==> src/rtl/cpfill_pkg.sv <==
package cpfill_pkg;
  localparam int DATA_W = 32;
  localparam int HI_W   = 8;
  localparam int ADDR_W = DATA_W + HI_W;

  localparam logic [7:0] OFS_CTRL = 8'h00;
  localparam logic [7:0] OFS_STAT = 8'h04;
  localparam logic [7:0] OFS_SRC  = 8'h0C;
  localparam logic [7:0] OFS_DST  = 8'h10;
  localparam logic [7:0] OFS_HI   = 8'h14;
  localparam logic [7:0] OFS_CNT  = 8'h20;
  localparam logic [7:0] OFS_PAT  = 8'h34;
  localparam logic [7:0] OFS_ACC  = 8'h38;

  localparam int BIT_EN    = 31;
  localparam int BIT_ONCE  = 27;
  localparam int BIT_IRQEN = 15;
  localparam int MODE_LSB  = 21;

  localparam logic [2:0] MODE_COPY = 3'd4;
  localparam logic [2:0] MODE_FILL = 3'd6;

  typedef enum logic [1:0] {ST_IDLE, ST_READ, ST_WRITE} chanState_t;

  typedef struct packed {
    logic loadPtrs;
    logic captureRd;
    logic stepWord;
    logic finish;
    logic reject;
  } dpStrobe_t;
endpackage

==> src/rtl/cpfill_ctrl.sv <==
module cpfill_ctrl
  import cpfill_pkg::*;
(
  input  logic      clk,
  input  logic      rstN,
  input  logic      goReq,
  input  logic      stopReq,
  input  logic [2:0] wrMode,
  input  logic      accessOpen,
  input  logic      lastWord,
  input  logic      memReady,
  output dpStrobe_t stb,
  output logic      memReq,
  output logic      memWrite
);
  chanState_t state, nextState;
  logic fillRun, nextFill;
  logic modeOk;

  assign modeOk = (wrMode == MODE_COPY) || (wrMode == MODE_FILL);

  always_comb begin
    stb       = '0;
    nextState = state;
    nextFill  = fillRun;
    if (stopReq) begin
      nextState = ST_IDLE;
    end else begin
      case (state)
        ST_IDLE: begin
          if (goReq) begin
            if (!accessOpen || !modeOk) begin
              stb.reject = 1'b1;
            end else begin
              stb.loadPtrs = 1'b1;
              nextFill     = (wrMode == MODE_FILL);
              nextState    = (wrMode == MODE_FILL) ? ST_WRITE : ST_READ;
            end
          end
        end
        ST_READ: begin
          if (memReady) begin
            stb.captureRd = 1'b1;
            nextState     = ST_WRITE;
          end
        end
        ST_WRITE: begin
          if (memReady) begin
            if (lastWord) begin
              stb.finish = 1'b1;
              nextState  = ST_IDLE;
            end else begin
              stb.stepWord = 1'b1;
              nextState    = fillRun ? ST_WRITE : ST_READ;
            end
          end
        end
        default: nextState = ST_IDLE;
      endcase
    end
  end

  always_ff @(posedge clk) begin
    if (!rstN) begin
      state   <= ST_IDLE;
      fillRun <= 1'b0;
    end else begin
      state   <= nextState;
      fillRun <= nextFill;
    end
  end

  assign memReq   = (state != ST_IDLE);
  assign memWrite = (state == ST_WRITE);

  // an accepted copy read is always followed by a write request
  a_r2_read_then_write: assert property (@(posedge clk) disable iff (!rstN)
    (memReq && !memWrite && memReady && !stopReq) |=> (memReq && memWrite));

  // a rejected start issues no request
  a_r6_blocked_start: assert property (@(posedge clk) disable iff (!rstN)
    (!memReq && goReq && (!accessOpen || !modeOk)) |=> !memReq);

  // a stop write idles the master on the next cycle
  a_r8_stop_idles: assert property (@(posedge clk) disable iff (!rstN)
    stopReq |=> !memReq);

  // a waiting request and its direction are held
  a_r10_req_held: assert property (@(posedge clk) disable iff (!rstN)
    (memReq && !memReady && !stopReq) |=> (memReq && $stable(memWrite)));

  // completion drops the request
  a_r7_finish_idles: assert property (@(posedge clk) disable iff (!rstN)
    stb.finish |=> !memReq);
endmodule

==> src/rtl/cpfill_dpath.sv <==
module cpfill_dpath
  import cpfill_pkg::*;
#(
  parameter int CNT_W = 28
) (
  input  logic              clk,
  input  logic              rstN,
  input  logic              regWr,
  input  logic [7:0]        regAddr,
  input  logic [DATA_W-1:0] regWdata,
  output logic [DATA_W-1:0] regRdata,
  input  dpStrobe_t         stb,
  input  logic              busy,
  input  logic              memWrite,
  input  logic              memReady,
  input  logic [DATA_W-1:0] memRdata,
  output logic [ADDR_W-1:0] memAddr,
  output logic [DATA_W-1:0] memWdata,
  output logic              irq,
  output logic              goReq,
  output logic              stopReq,
  output logic [2:0]        wrMode,
  output logic              accessOpen,
  output logic              lastWord
);
  localparam int PAD_W = DATA_W - CNT_W;
  localparam logic [ADDR_W-1:0] STEP = ADDR_W'(4);

  logic [DATA_W-1:0] ctrlReg, srcLo, dstLo, patReg;
  logic [HI_W-1:0]   srcHi, dstHi;
  logic [CNT_W-1:0]  wordCnt, remaining;
  logic [1:0]        accessReg;
  logic              errFlag, doneFlag;
  logic [ADDR_W-1:0] srcCur, dstCur;
  logic [DATA_W-1:0] dataBuf;
  logic              ctrlWr, statWr;

  assign ctrlWr     = regWr && (regAddr == OFS_CTRL);
  assign statWr     = regWr && (regAddr == OFS_STAT);
  assign goReq      = ctrlWr && regWdata[BIT_EN];
  assign stopReq    = ctrlWr && !regWdata[BIT_EN];
  assign wrMode     = regWdata[MODE_LSB +: 3];
  assign accessOpen = (accessReg == 2'd0);
  assign lastWord   = (remaining == '0);

  // programmable registers
  always_ff @(posedge clk) begin
    if (!rstN) begin
      ctrlReg   <= '0;
      srcLo     <= '0;
      dstLo     <= '0;
      srcHi     <= '0;
      dstHi     <= '0;
      wordCnt   <= '0;
      patReg    <= '0;
      accessReg <= '0;
    end else begin
      if (stb.reject)
        ctrlReg <= {1'b0, regWdata[DATA_W-2:0]};
      else if (stb.finish && ctrlReg[BIT_ONCE])
        ctrlReg[BIT_EN] <= 1'b0;
      else if (ctrlWr && !(busy && regWdata[BIT_EN]))
        ctrlReg <= regWdata;
      if (regWr) begin
        case (regAddr)
          OFS_SRC: srcLo <= regWdata;
          OFS_DST: dstLo <= regWdata;
          OFS_HI: begin
            srcHi <= regWdata[HI_W-1:0];
            dstHi <= regWdata[16 +: HI_W];
          end
          OFS_CNT: wordCnt   <= regWdata[CNT_W-1:0];
          OFS_PAT: patReg    <= regWdata;
          OFS_ACC: accessReg <= regWdata[1:0];
          default: ;
        endcase
      end
    end
  end

  // sticky status flags, a set wins over a same-cycle clear
  always_ff @(posedge clk) begin
    if (!rstN) begin
      errFlag  <= 1'b0;
      doneFlag <= 1'b0;
    end else begin
      if (stb.reject)                 errFlag <= 1'b1;
      else if (statWr && regWdata[0]) errFlag <= 1'b0;
      if (stb.finish)                  doneFlag <= 1'b1;
      else if (statWr && regWdata[30]) doneFlag <= 1'b0;
    end
  end

  // working pointers, word counter and data holding register
  always_ff @(posedge clk) begin
    if (!rstN) begin
      srcCur    <= '0;
      dstCur    <= '0;
      remaining <= '0;
      dataBuf   <= '0;
    end else if (stb.loadPtrs) begin
      srcCur    <= {srcHi, srcLo};
      dstCur    <= {dstHi, dstLo};
      remaining <= wordCnt;
      dataBuf   <= patReg;
    end else begin
      if (stb.captureRd) dataBuf <= memRdata;
      if (stb.stepWord) begin
        srcCur    <= srcCur + STEP;
        dstCur    <= dstCur + STEP;
        remaining <= remaining - 1'b1;
      end
    end
  end

  assign memAddr  = memWrite ? dstCur : srcCur;
  assign memWdata = dataBuf;
  assign irq      = doneFlag && ctrlReg[BIT_IRQEN];

  always_comb begin
    case (regAddr)
      OFS_CTRL: regRdata = ctrlReg;
      OFS_STAT: regRdata = {busy, doneFlag, 29'd0, errFlag};
      OFS_SRC:  regRdata = srcLo;
      OFS_DST:  regRdata = dstLo;
      OFS_HI:   regRdata = {8'd0, dstHi, 8'd0, srcHi};
      OFS_CNT:  regRdata = {{PAD_W{1'b0}}, wordCnt};
      OFS_PAT:  regRdata = patReg;
      OFS_ACC:  regRdata = {30'd0, accessReg};
      default:  regRdata = '0;
    endcase
  end

  // address and data held while the memory stalls
  a_r10_addr_stable: assert property (@(posedge clk) disable iff (!rstN)
    (busy && !memReady && !stopReq) |=> ($stable(memAddr) && $stable(memWdata)));

  // the controller never steps past the final word
  a_r4_no_overstep: assert property (@(posedge clk) disable iff (!rstN)
    stb.stepWord |-> (remaining != '0));
endmodule

==> src/rtl/cpfill_dma.sv <==
module cpfill_dma
  import cpfill_pkg::*;
#(
  parameter int CNT_W = 28
) (
  input  logic              clk,
  input  logic              rstN,
  input  logic              regWr,
  input  logic [7:0]        regAddr,
  input  logic [DATA_W-1:0] regWdata,
  output logic [DATA_W-1:0] regRdata,
  output logic              memReq,
  output logic              memWrite,
  output logic [ADDR_W-1:0] memAddr,
  output logic [DATA_W-1:0] memWdata,
  input  logic [DATA_W-1:0] memRdata,
  input  logic              memReady,
  output logic              irq
);
  dpStrobe_t stb;
  logic goReq, stopReq, accessOpen, lastWord;
  logic [2:0] wrMode;

  cpfill_ctrl uCtrl (
    .clk        (clk),
    .rstN       (rstN),
    .goReq      (goReq),
    .stopReq    (stopReq),
    .wrMode     (wrMode),
    .accessOpen (accessOpen),
    .lastWord   (lastWord),
    .memReady   (memReady),
    .stb        (stb),
    .memReq     (memReq),
    .memWrite   (memWrite)
  );

  cpfill_dpath #(.CNT_W(CNT_W)) uDpath (
    .clk        (clk),
    .rstN       (rstN),
    .regWr      (regWr),
    .regAddr    (regAddr),
    .regWdata   (regWdata),
    .regRdata   (regRdata),
    .stb        (stb),
    .busy       (memReq),
    .memWrite   (memWrite),
    .memReady   (memReady),
    .memRdata   (memRdata),
    .memAddr    (memAddr),
    .memWdata   (memWdata),
    .irq        (irq),
    .goReq      (goReq),
    .stopReq    (stopReq),
    .wrMode     (wrMode),
    .accessOpen (accessOpen),
    .lastWord   (lastWord)
  );
endmodule

==> config.mk <==
export PLATFORM = sky130hd
export DESIGN_NAME = cpfill_dma
export DESIGN_NICKNAME = d
export VERILOG_FILES = /design/src/rtl/cpfill_pkg.sv /design/src/rtl/cpfill_ctrl.sv /design/src/rtl/cpfill_dpath.sv /design/src/rtl/cpfill_dma.sv
export SDC_FILE = /design/constraint.sdc
export NUM_CORES = 1
export LEC_CHECK = 0
export BUFFER_PORTS_ARGS = -buffer_cell sky130_fd_sc_hd__clkbuf_2
export CORE_AREA = 2 2 239 241
export CTS_CLUSTER_DIAMETER = 60
export DETAILED_ROUTE_END_ITERATION = 10
export DIE_AREA = 0 0 241 243
export PLACE_DENSITY_LB_ADDON = 0.2
export SYNTH_ARGS = -nofsm -noshare
export SYNTH_HDL_FRONTEND = slang
export SYNTH_SLANG_ARGS = --single-unit
==> constraint.sdc <==
create_clock -name clk -period 7.5 [get_ports clk]
set_input_delay 1.125 -clock clk [delete_from_list [all_inputs] [get_ports clk]]
set_output_delay 1.125 -clock clk [all_outputs]
set_load 0.05 [all_outputs]
== Word level (Yosys, flattened, before mapping) ==
Cells that the tools add are included.

* Output and inout port bits: 107
* Input port bits: 76
* Flip-flop bits (word level): 319

* $add $sub $neg: 3
* Reduce and logical (&&, ||, !) cells: 37
* Equality and inequality tests: 16
* Bitwise logic cells: 3
* Muxes and demuxes: 38

{| class="wikitable"
|+ Operators with widths
! kind !! count
|-
| $pmux W32 S8 || 1
|-
| $mux W40 || 5
|-
| $mux W32 || 3
|-
| $add A40 B3 Y40 const B || 2
|-
| $mux W31 || 2
|-
| $mux W28 || 2
|-
| $logic_not A28 Y1 || 1
|-
| $sub A28 B1 Y28 const B || 1
|-
| $eq A8 B6 Y1 const B || 3
|-
| $mux W2 || 9
|-
| $eq A8 B5 Y1 const B || 2
|-
| $mux W1 || 14
|-
| $reduce_and A2 Y1 || 7
|-
| $reduce_bool A2 Y1 || 6
|-
| $logic_and A1 B1 Y1 || 10
|-
| $ne A2 B2 Y1 const B || 5
|-
| $eq A8 B3 Y1 const B || 1
|-
| $eq A8 B4 Y1 const B || 1
|-
| $logic_not A8 Y1 || 1
|-
| $reduce_and A4 Y1 || 2
|-
| $eq A3 B3 Y1 const B || 2
|-
| $pmux W2 S3 || 1
|-
| $mux W5 || 1
|-
| $logic_not A1 Y1 || 4
|-
| other kinds (7) || 11
|}

== Depth between registers and ports, before layout ==
Gate-level depths: netlist (run 1).

* Word-level depth: 11
* Mapped depth: 11
* Depth with buffers taken out: 8

== By module ==
A second synthesis (run 1) with hierarchy kept.

* Cells, all modules: 1918
* Area, all modules: 15148.3 um^2

{| class="wikitable"
|+ By module, submodules not included
! module !! area each (um^2) !! cells each !! instances
|-
| cpfill_dpath || 14894.3 || 1891 || 1
|-
| cpfill_ctrl || 254.0 || 27 || 1
|}

== Worst setup path before layout (run 1) ==
Ideal clock, no wire load.

* Path kind: input to output
* From: input port regAddr[5]
* To: output port regRdata[0]
* Stages on the path: 6
* Setup slack: 3.454 ns
* Required time: 6.375 ns
* Arrival: 2.921 ns
* Buffers on the path: 2
* Path through: or4_1 buf_2 nor3_2 clkbuf_1 a22oi_1 nand3_1

* Longest elaborated chain between the ends: 2

{| class="wikitable"
|+ RTL lines
! what !! line !! text
|-
| from (decl) || cpfill_dma.sv:9 || <nowiki>input logic [7:0] regAddr,</nowiki>
|-
| $eq A8 B6 Y1, or another cell as far along || cpfill_dpath.sv:121 || <nowiki>case (regAddr)</nowiki>
|-
| $pmux W32 S8 (*) || cpfill_dpath.sv:121 ||
|-
| to (decl) || cpfill_dma.sv:11 || <nowiki>output logic [DATA_W-1:0] regRdata,</nowiki>
|}

Mark *: on every way between the ends. The rest lies on a longest branch, timed or not.

== Worst setup path in the final report (run 1) ==
* From: input port regAddr[5]
* To: output port regRdata[18]

Same word-level chain as after synthesis.

==> results of run 1 <==
report_power, final:
group / internal (mW) / total, mW / switching [mW]
clock network: 1.07 / 1.83 / 0.759
registers: 1.70 / 1.70 / 0.00155
logic: 0.0243 / 0.0998 / 0.0755
worst max-delay path by stage:
stage / end / slack (ns) / cells past startpoint
finish: regRdata[18] / 2.50 / 7
global route: regRdata[18] / 2.41 / 7
CTS: regRdata[18] / 2.54 / 7
detailed placement: regRdata[18] / 2.55 / 7
global placement: regRdata[7] / 2.60 / 7
floorplan: regRdata[0] / 3.45 / 6
layout make-up:
type                       count  area (sq um)
clock inverter                10         93.84
tap                          756         945.9
fill                        6058         38320
multi-input combinational   1420          7953
inverter                      16         65.06
sequential                   319          6386
clock buffer                  55          1125
timing repair buffer         202          1061
critical path, cell delays in order:
cell and delay (ns):
clkbuf_2 0.12, or4_1 0.69, nor2_2 0.91, buf_4 0.41
a222oi_1 0.16, nand3_1 0.17, clkbuf_2 0.30
registers in the layout (all words and copies together) (netlist names):
signal            count
uDpath.srcCur        40
uDpath.dstLo         32
uDpath.srcLo         32
uDpath.memWdata      32
uDpath.srcHi          8
uDpath.accessReg      2
uDpath.patReg        32
uCtrl.fillRun         1
uCtrl.state           2
uDpath.dstCur        40
uDpath.dstHi          8
uDpath.ctrlReg       32
uDpath.remaining     28
uDpath.errFlag        1
uDpath.wordCnt       28
uDpath.doneFlag       1
through the flow:
step,setup WS (ns),cell area (sq um),hold slack [ns]
after floorplan,3.454,14950,0.4284
after global placement,2.605,16410,0.4373
after detailed placement,2.547,16410,0.4444
after CTS,2.539,17630,0.4537
after global routing,2.412,17630,0.4688
final,2.502,17630,0.4496
per-layer routing:
layer / wire, microns / up-vias
li1: - / 6992
met1: 28800 / 7330
met2: 27620 / 537
met3: 4065 / 83
met4: 1541 / 4
met5: 22 / -
cells in the final DEF (no fill, tap or decap), drive strengths merged, types with 8 or more instances in the layout:
| cell type | instances |
|---|---|
| a22oi | 64 |
| a31oi | 18 |
| inv | 16 |
| o211ai | 14 |
| xnor2 | 10 |
| clkbuf | 236 |
| buf | 21 |
| xor2 | 26 |
| nand2 | 459 |
| mux2 | 41 |
| o21a | 9 |
| nor3 | 27 |
| nor4 | 17 |
| mux2i | 33 |
| a222oi | 20 |
| nor2 | 51 |
| and2 | 14 |
| a21oi | 305 |
| nand4 | 33 |
| clkinv | 9 |
| or3 | 10 |
| and3 | 19 |
| o21ai | 88 |
| a2bb2oi | 8 |
| dfxtp | 319 |
| nand3 | 66 |
cell families (layout without fill, tap and decap cells):
kind of cell	after synthesis	in the layout	synth area share (%)
AO/OA/AOI/OAI	573	573	22.93
XOR/XNOR	36	36	2.109
adder cells (fa/ha/maj)	3	3	0.2511
buffers and inverters	169	283	4.519
flip-flops	319	319	42.71
multiplexers	74	74	5.298
AND/OR/NAND/NOR	734	734	22.18
==> results.py, run 1 <==
metrics = {
    "cts": {
        "cts_resized": 0,
        "cts_tree": "done",
        "worst_skew_pair.late_latency_ns": 0.56,
        "cts_hold_buf": 0,
        "clk_path_buf_depth": 3,
        "post-cts-setup-buffers": 0,
        "cts_max_level": 2,
        "clk_pin_slew_ns": 0.06,
        "cts_buffers": 37,
        "cts.sinks": 319,
        "ctsRootBufferMaster": "clkbuf_16",
    },
    "power_and_ir_drop": {
        "leakage_nw": 6.051,
        "power_density_nw_per_um2": 205.9,
        "ir_drop_uv": 125.2,
        "p_total_mw": 3.630,
    },
    "global_route": {
        "grt_pass1_vias": 14060,
        "grt_use_met1_pct": 29.77,
        "met3_usage_pct": 3.491,
        "grt_pass1_wl_mm": 92.69,
        "grt_use_total_pct": 20.72,
        "grt-ovfl-total": 0,
        "grt_start_max_net_pins": 96,
        "grt-busiest-layer": "met2",
        "grt_antenna_before_repair": 3,
        "globalRouteMet2Util_pct": 31.68,
    },
    "min_path": {
        "worstHoldStart": "uDpath.dstCur[0]$_SDFFE_PN0P_",
        "min_path_type": "flip-flop to flip-flop",
        "min_path_cells": 2,
        "hold_end": "uDpath.dstCur[0]$_SDFFE_PN0P_",
    },
    "sta": {
        "setup_violations": 0,
        "max_freq_mhz": 200.1,
        "worst_slew_pin_slew_ns": 1.107,
        "finClkSkew_ns": 0.02422,
        "relSlewSlack_pct": 26.22,
        "slew_viol_final": 0,
        "final-hold-violation-count": 0,
        "period_share_pct": 66.65,
        "rsz0062_at_grt": "false",
        "fin_crit_ns": 4.998,
        "setup-tns-final_ns": 0,
    },
    "job": {
        "cap_violations": 0,
    },
    "setup_path": {
        "reg2regPathDepth": 6,
        "path_class": "primary input to primary output",
        "crit_start": "regAddr[5]",
        "worst_setup_path_end_kind": "primary output",
        "r2r_end": "uDpath.srcCur[21]$_SDFFE_PN0P_",
        "crit_fanout": 18,
        "r2r_start": "uDpath.remaining[9]$_SDFFE_PN0P_",
        "reg2reg_slack_ns": 4.42,
        "startpoint_type": "primary input",
        "required_ns": 6.38,
        "critPathArrivalTime_ns": 3.87,
    },
    "floorplanning": {
        "core_area_sq_um": 55950,
        "die_w_microns": 241,
        "num_rows": 87,
        "die_h_microns": 243,
        "start_util_pct": 26.72,
        "ioPinCount": 183,
        "dieArea_sq_um": 58560,
    },
    "synthesis": {
        "synth_cells": 1908,
        "ys.flop_type": "dfxtp_1",
        "synth_edf_count": 0,
        "synth_area_sq_um": 14950,
        "synth_nets": 1987,
        "ys_seq_area_share_pct": 42.71,
        "avgSynthCellArea_sq_um": 7.836,
        "synthDistinctLibCells": 64,
        "yosysMostFrequentCell": "nand2_1",
        "synth_top_cell_by_area": "dfxtp_1",
        "synth_common_cells": "nand2_1, dfxtp_1, a21oi_1",
        "synth_top_area_share_pct": 42.71,
        "synth_seq_cells": 319,
        "synth_area_leaders": "dfxtp_1, nand2_1, a21oi_1",
        "synth_warnings": 0,
        "synth-async-reset-ratio_pct": 0,
    },
    "placement": {
        "dp_cells": 2713,
        "routabilityCongestion": 0.8428,
        "place_hpwl_mm": 42.06,
        "port_buffers": 182,
    },
    "detailed_routing": {
        "first_pass_iters": 5,
        "via_per_inst": 5.380,
        "dr_total_vias": 14950,
        "routedWlPerCell_microns": 22.33,
        "first_iter_violations": 1618,
        "drcViolationCount": 0,
        "final_antenna_net_count": 0,
        "totalWireLength_mm": 62.04,
    },
    "cells_and_area": {
        "layoutNonFillerInstCount": 2778,
        "finish.utilization_pct": 31.51,
        "antenna_cells": 0,
        "final_nets": 2075,
        "drive_above_1_share_pct": 16.32,
        "synthToLayoutAreaGrowth_pct": 17.92,
    },
    "outcome": {
        "run_status": "finished clean",
    },
}
Note: power is estimated with default switching activity, not from simulation.
==> run 2: changes to the inputs <==
==> constraint.sdc (replaced) <==
create_clock -name clk -period 4.6 [get_ports clk]
set_input_delay 0.69 -clock clk [delete_from_list [all_inputs] [get_ports clk]]
set_output_delay 0.69 -clock clk [all_outputs]
set_load 0.05 [all_outputs]
==> results.py, run 2 (synthesized netlist as in run 1, its figures left out) <==
metrics = {
    "cts": {
        "cts_buffers": 39,
        "worst_skew_pair.late_latency_ns": 0.56,
        "cts_max_level": 2,
        "clk_path_buf_depth": 3,
        "cts_resized": 0,
        "clk_pin_slew_ns": 0.06,
        "ctsRootBufferMaster": "clkbuf_16",
        "cts.sinks": 319,
        "cts_hold_buf": 0,
        "post-cts-setup-buffers": 0,
        "cts_tree": "done",
    },
    "sta": {
        "rsz0062_at_grt": "false",
        "final-hold-violation-count": 0,
        "fin_ws_ns": 1.092,
        "slew_viol_final": 0,
        "worst_slew_pin_slew_ns": 1.100,
        "finClkSkew_ns": 0.03457,
        "max_freq_mhz": 285.1,
        "fin_crit_ns": 3.508,
        "relSlewSlack_pct": 26.65,
        "setup-tns-final_ns": 0,
        "setup_violations": 0,
        "period_share_pct": 76.26,
    },
    "setup_path": {
        "r2r_start": "uDpath.remaining[0]$_SDFFE_PN0P_",
        "worst_setup_path_end_kind": "primary output",
        "crit_start": "regAddr[5]",
        "reg2reg_slack_ns": 1.50,
        "critPathArrivalTime_ns": 2.82,
        "path_class": "primary input to primary output",
        "required_ns": 3.91,
        "slowest_delay_ns": 0.70,
        "cpMostUsedCell": "clkbuf_2",
        "startpoint_type": "primary input",
        "crit_fanout": 34,
        "crit_chain": "clkbuf_2, or4_1, nor2_2, buf_4, a222oi_1, nand3_1, clkbuf_2",
        "slowest_stage": "or4_1",
    },
    "placement": {
        "port_buffers": 182,
        "dp_slack_ns": 1.079,
        "routabilityCongestion": 0.8547,
        "place_hpwl_mm": 43.09,
    },
    "global_route": {
        "grt_antenna_before_repair": 3,
        "grt_start_max_net_pins": 103,
        "grt_use_total_pct": 20.58,
        "grt_pass1_wl_mm": 92.32,
        "grt-ovfl-total": 0,
        "grt_pass1_vias": 14100,
    },
    "cells_and_area": {
        "drive_above_1_share_pct": 16.67,
        "synthToLayoutAreaGrowth_pct": 19.06,
        "final_nets": 2090,
        "largestRegisters": "uDpath.dstCur: 40 flops, uDpath.srcCur: 40 flops",
        "fill_cells": 6048,
        "multi_input_area_sq_um": 7945,
        "finish.utilization_pct": 31.81,
        "final_common_cell": "nand2_1",
        "final_cell_mix": "nand2_1, dfxtp_1, a21oi_1, clkbuf_2, o21ai_0",
        "regArea_sq_um": 6386,
    },
    "floorplanning": {
        "start_util_pct": 26.72,
        "die_w_microns": 241,
        "core_area_sq_um": 55950,
        "num_rows": 87,
        "ioPinCount": 183,
        "dieArea_sq_um": 58560,
        "die_h_microns": 243,
    },
    "detailed_routing": {
        "first_iter_violations": 1576,
        "routedWlPerCell_microns": 22.15,
        "final_antenna_net_count": 0,
        "dr_total_vias": 14970,
        "via_per_inst": 5.353,
        "totalWireLength_mm": 61.94,
        "first_pass_iters": 9,
        "drcViolationCount": 0,
    },
    "power_and_ir_drop": {
        "leakage_nw": 6.141,
        "power_density_nw_per_um2": 336.3,
        "ir_drop_uv": 238.1,
    },
    "job": {
        "cap_violations": 0,
    },
    "outcome": {
        "run_status": "finished clean",
    },
    "min_path": {
        "min_path_type": "primary input to flip-flop",
        "worstHoldStart": "regWdata[10]",
    },
}
==> run 2: cell count changes in the layout (fill, tap and decap cells not counted), moves of 2 or more <==
cell,previous run,this run
clkbuf_1,6,8
and2_1,11,14
and2_2,3,0
buf_4,20,30
buf_12,0,3
==> run 2: worst max-delay path, delay by kind of cell <==
family / cells / cell delay, ns
AO/OA/AOI/OAI: 1 / 0.20
AND/OR/NAND/NOR: 3 / 1.05
buffers and inverters: 3 / 0.86
==> run 2: metrics by stage <==
stage                     cells  hold slack [ns]  instance area [sq um]  power (mW)
after global routing       2796           0.4066                  17800       6.150
final                      2796           0.4153                  17800       5.986
after detailed placement   2726           0.4467                  16540       2.998
after floorplan            1908           0.4284                  14950       2.897
after global placement     2726           0.4356                  16540       2.997
after CTS                  2795           0.3946                  17800       6.040
==> run 2: path summary, 6_finish.rpt <==
check                                           end  depth (start not counted)
setup / recovery                       regRdata[19]                          7
hold / removal       uDpath.patReg[10]$_SDFFE_PN0P_                          3
hold reg to reg     uDpath.ctrlReg[23]$_SDFFE_PN0P_                          2
setup reg to reg  uDpath.remaining[11]$_SDFFE_PN0P_                          9
==> run 2: power by group <==
group | leakage (nW) | internal [mW] | total [mW] | switching, mW
logic | 2.95 | 0.0421 | 0.169 | 0.127
clock network | 0.621 | 1.76 | 3.05 | 1.29
registers | 2.57 | 2.76 | 2.77 | 0.00249
==> run 2: final cells by class <==
type | instances | area share (%)
Antenna cell | 1 | 0.01406
Clock buffer | 58 | 6.502
Clock inverter | 11 | 0.5764
Inverter | 16 | 0.3655
Multi-Input combinational cell | 1420 | 44.63
Sequential cell | 319 | 35.88
Tap cell | 756 | 5.314
Timing Repair Buffer | 215 | 6.720
==> run 2: metal layers <==
metal / GRT usage [%] / part of all wire (%)
met1: 29.15 / 46
met3: 3.355 / 6.8
met4: 5.120 / 2.0
met2: 32.33 / 46
met5: 0 / 0
==> run 3: changes to the inputs <==
==> constraint.sdc (replaced) <==
create_clock -name clk -period 3.3 [get_ports clk]
set_input_delay 0.495 -clock clk [delete_from_list [all_inputs] [get_ports clk]]
set_output_delay 0.495 -clock clk [all_outputs]
set_load 0.05 [all_outputs]
==> results.py, run 3 (synthesized netlist as in run 1, its figures left out) <==
metrics = {
    "sta": {
        "setup-tns-final_ns": 0,
        "rsz0062_at_grt": "false",
        "max_freq_mhz": 339.2,
        "period_share_pct": 89.34,
        "slew_viol_final": 0,
        "finClkSkew_ns": 0.02161,
        "fin_crit_ns": 2.948,
        "relSlewSlack_pct": 27.80,
        "final-hold-violation-count": 0,
        "worst_slew_pin_slew_ns": 1.083,
        "setup_violations": 0,
    },
    "setup_path": {
        "crit_fanout": 34,
        "slowest_delay_ns": 0.69,
        "startpoint_type": "primary input",
        "reg2reg_slack_ns": 0.39,
        "critPathArrivalTime_ns": 2.45,
        "cpMostUsedCell": "clkbuf_2",
        "required_ns": 2.80,
        "path_class": "primary input to primary output",
        "crit_end": "regRdata[21]",
        "slowest_stage": "or4_1",
        "crit_start": "regAddr[5]",
        "r2r_end": "uDpath.dstCur[29]$_SDFFE_PN0P_",
        "r2r_start": "uDpath.remaining[0]$_SDFFE_PN0P_",
        "worst_setup_path_end_kind": "primary output",
        "crit_chain": "clkbuf_2, or4_1, nor3_4, buf_12, a22oi_1, nand3_1, clkbuf_2",
        "reg2regPathDepth": 9,
    },
    "detailed_routing": {
        "via_per_inst": 5.333,
        "drcViolationCount": 0,
        "dr_total_vias": 15050,
        "final_antenna_net_count": 0,
        "first_pass_iters": 8,
        "first_iter_violations": 1565,
        "totalWireLength_mm": 62.06,
        "routedWlPerCell_microns": 21.99,
    },
    "floorplanning": {
        "dieArea_sq_um": 58560,
        "die_h_microns": 243,
        "die_w_microns": 241,
        "ioPinCount": 183,
        "num_rows": 87,
        "core_area_sq_um": 55950,
        "start_util_pct": 26.72,
    },
    "cells_and_area": {
        "final_common_cell": "nand2_1",
        "drive_above_1_share_pct": 17.47,
        "largestRegisters": "uDpath.dstCur: 40 flops, uDpath.srcCur: 40 flops",
        "synthToLayoutAreaGrowth_pct": 23.31,
        "final_nets": 2119,
        "final_cell_mix": "nand2_1, dfxtp_1, a21oi_1, clkbuf_2, o21ai_0",
        "finish.utilization_pct": 32.95,
        "fill_cells": 5995,
        "antenna_cells": 0,
    },
    "cts": {
        "cts_buffers": 39,
        "worst_skew_pair.late_latency_ns": 0.56,
        "cts.sinks": 319,
        "cts_hold_buf": 0,
        "clk_path_buf_depth": 3,
        "clk_pin_slew_ns": 0.06,
        "cts_max_level": 2,
        "ctsRootBufferMaster": "clkbuf_16",
        "cts_tree": "done",
    },
    "min_path": {
        "min_path_type": "primary input to flip-flop",
    },
    "power_and_ir_drop": {
        "power_density_nw_per_um2": 463.4,
        "ir_drop_uv": 231.9,
        "p_total_mw": 8.543,
        "leakage_nw": 6.403,
    },
    "global_route": {
        "grt_pass1_vias": 14160,
        "grt_pass1_wl_mm": 93.06,
        "grt-busiest-layer": "met2",
        "grt_start_max_net_pins": 89,
        "grt_use_met1_pct": 30.93,
        "grt_use_total_pct": 20.81,
        "grt-ovfl-total": 0,
        "globalRouteMet2Util_pct": 31.39,
        "met3_usage_pct": 2.809,
        "grt_antenna_before_repair": 0,
    },
    "job": {
        "cap_violations": 0,
    },
    "placement": {
        "routabilityCongestion": 0.8918,
        "port_buffers": 182,
        "place_hpwl_mm": 43.85,
    },
    "outcome": {
        "run_status": "finished clean",
    },
}
[run 3: cell types whose count changed in the layout (fill, tap and decap cells not counted), moves of 4 or more]
| cell | before | now |
|---|---|---|
| buf_12 | 3 | 30 |
| buf_4 | 30 | 47 |
| clkbuf_2 | 181 | 166 |
| clkbuf_8 | 11 | 6 |
| bufinv_16 | 0 | 4 |
| clkbuf_1 | 8 | 12 |
[run 3: timing repair]
| item | in CTS | in global routing |
|---|---|---|
| setup buffers | 0 | 0 |
| gates resized for setup | 0 | 1 |
| endpoints found under the setup margin | 0 | 2 |
[run 3: layout make-up]
type                            instances  area (sq um)  share of cell area [%]
Clock inverter                          8         143.9                  0.7805
Tap cell                              756         945.9                   5.131
Multi-Input combinational cell       1420          7951                   43.13
Clock buffer                           59          1154                   6.258
Timing Repair Buffer                  244          1789                   9.705
Sequential cell                       319          6386                   34.64
Inverter                               16         65.06                  0.3529
[run 3: critical path: cells and delay by family]
kind	cells	cell delay, ns
AND/OR/NAND/NOR	3	1.12
buffers and inverters	3	0.69
AO/OA/AOI/OAI	1	0.13
[run 3: worst min path at each step]
stage	startpoint	to	slack [ns]	cells past startpoint
global route	regWdata[29]	uDpath.ctrlReg[29]$_SDFFE_PN0P_	0.22	3
detailed placement	uDpath.srcCur[0]$_SDFFE_PN0P_	uDpath.srcCur[0]$_SDFFE_PN0P_	0.44	2
global placement	uDpath.srcCur[0]$_SDFFE_PN0P_	uDpath.srcCur[0]$_SDFFE_PN0P_	0.44	2
finish	regWdata[28]	uDpath.ctrlReg[28]$_SDFFE_PN0P_	0.22	3
floorplan	uDpath.srcCur[0]$_SDFFE_PN0P_	uDpath.srcCur[0]$_SDFFE_PN0P_	0.43	2
CTS	regWdata[28]	uDpath.ctrlReg[28]$_SDFFE_PN0P_	0.19	3
[run 3: through the flow]
| stage | hold slack, ns | setup slack [ns] | area (sq um) | instances |
|---|---|---|---|---|
| 5_1_grt | 0.2241 | 0.2390 | 18440 | 2822 |
| 2_1_floorplan | 0.4284 | 0.5138 | 14950 | 1908 |
| 3_3_place_gp | 0.4370 | 0.3082 | 17130 | 2755 |
| 3_5_place_dp | 0.4419 | 0.1794 | 17130 | 2755 |
| 4_1_cts | 0.1937 | 0.1682 | 18420 | 2822 |
| 6_report | 0.2165 | 0.3519 | 18440 | 2822 |
[run 3: where the power goes]
group	switching (mW)	total [mW]	internal, mW
Sequential	0.00353	3.86	3.85
Clock	1.73	4.44	2.71
Combinational	0.178	0.246	0.0684
Total	1.91	8.54	6.64
[run 3: routing by layer]
layer	routed length, microns	part of all wire [%]
met5	0	0
met4	1155	1.9
met3	4265	6.9
met2	27510	44
met1	29130	47
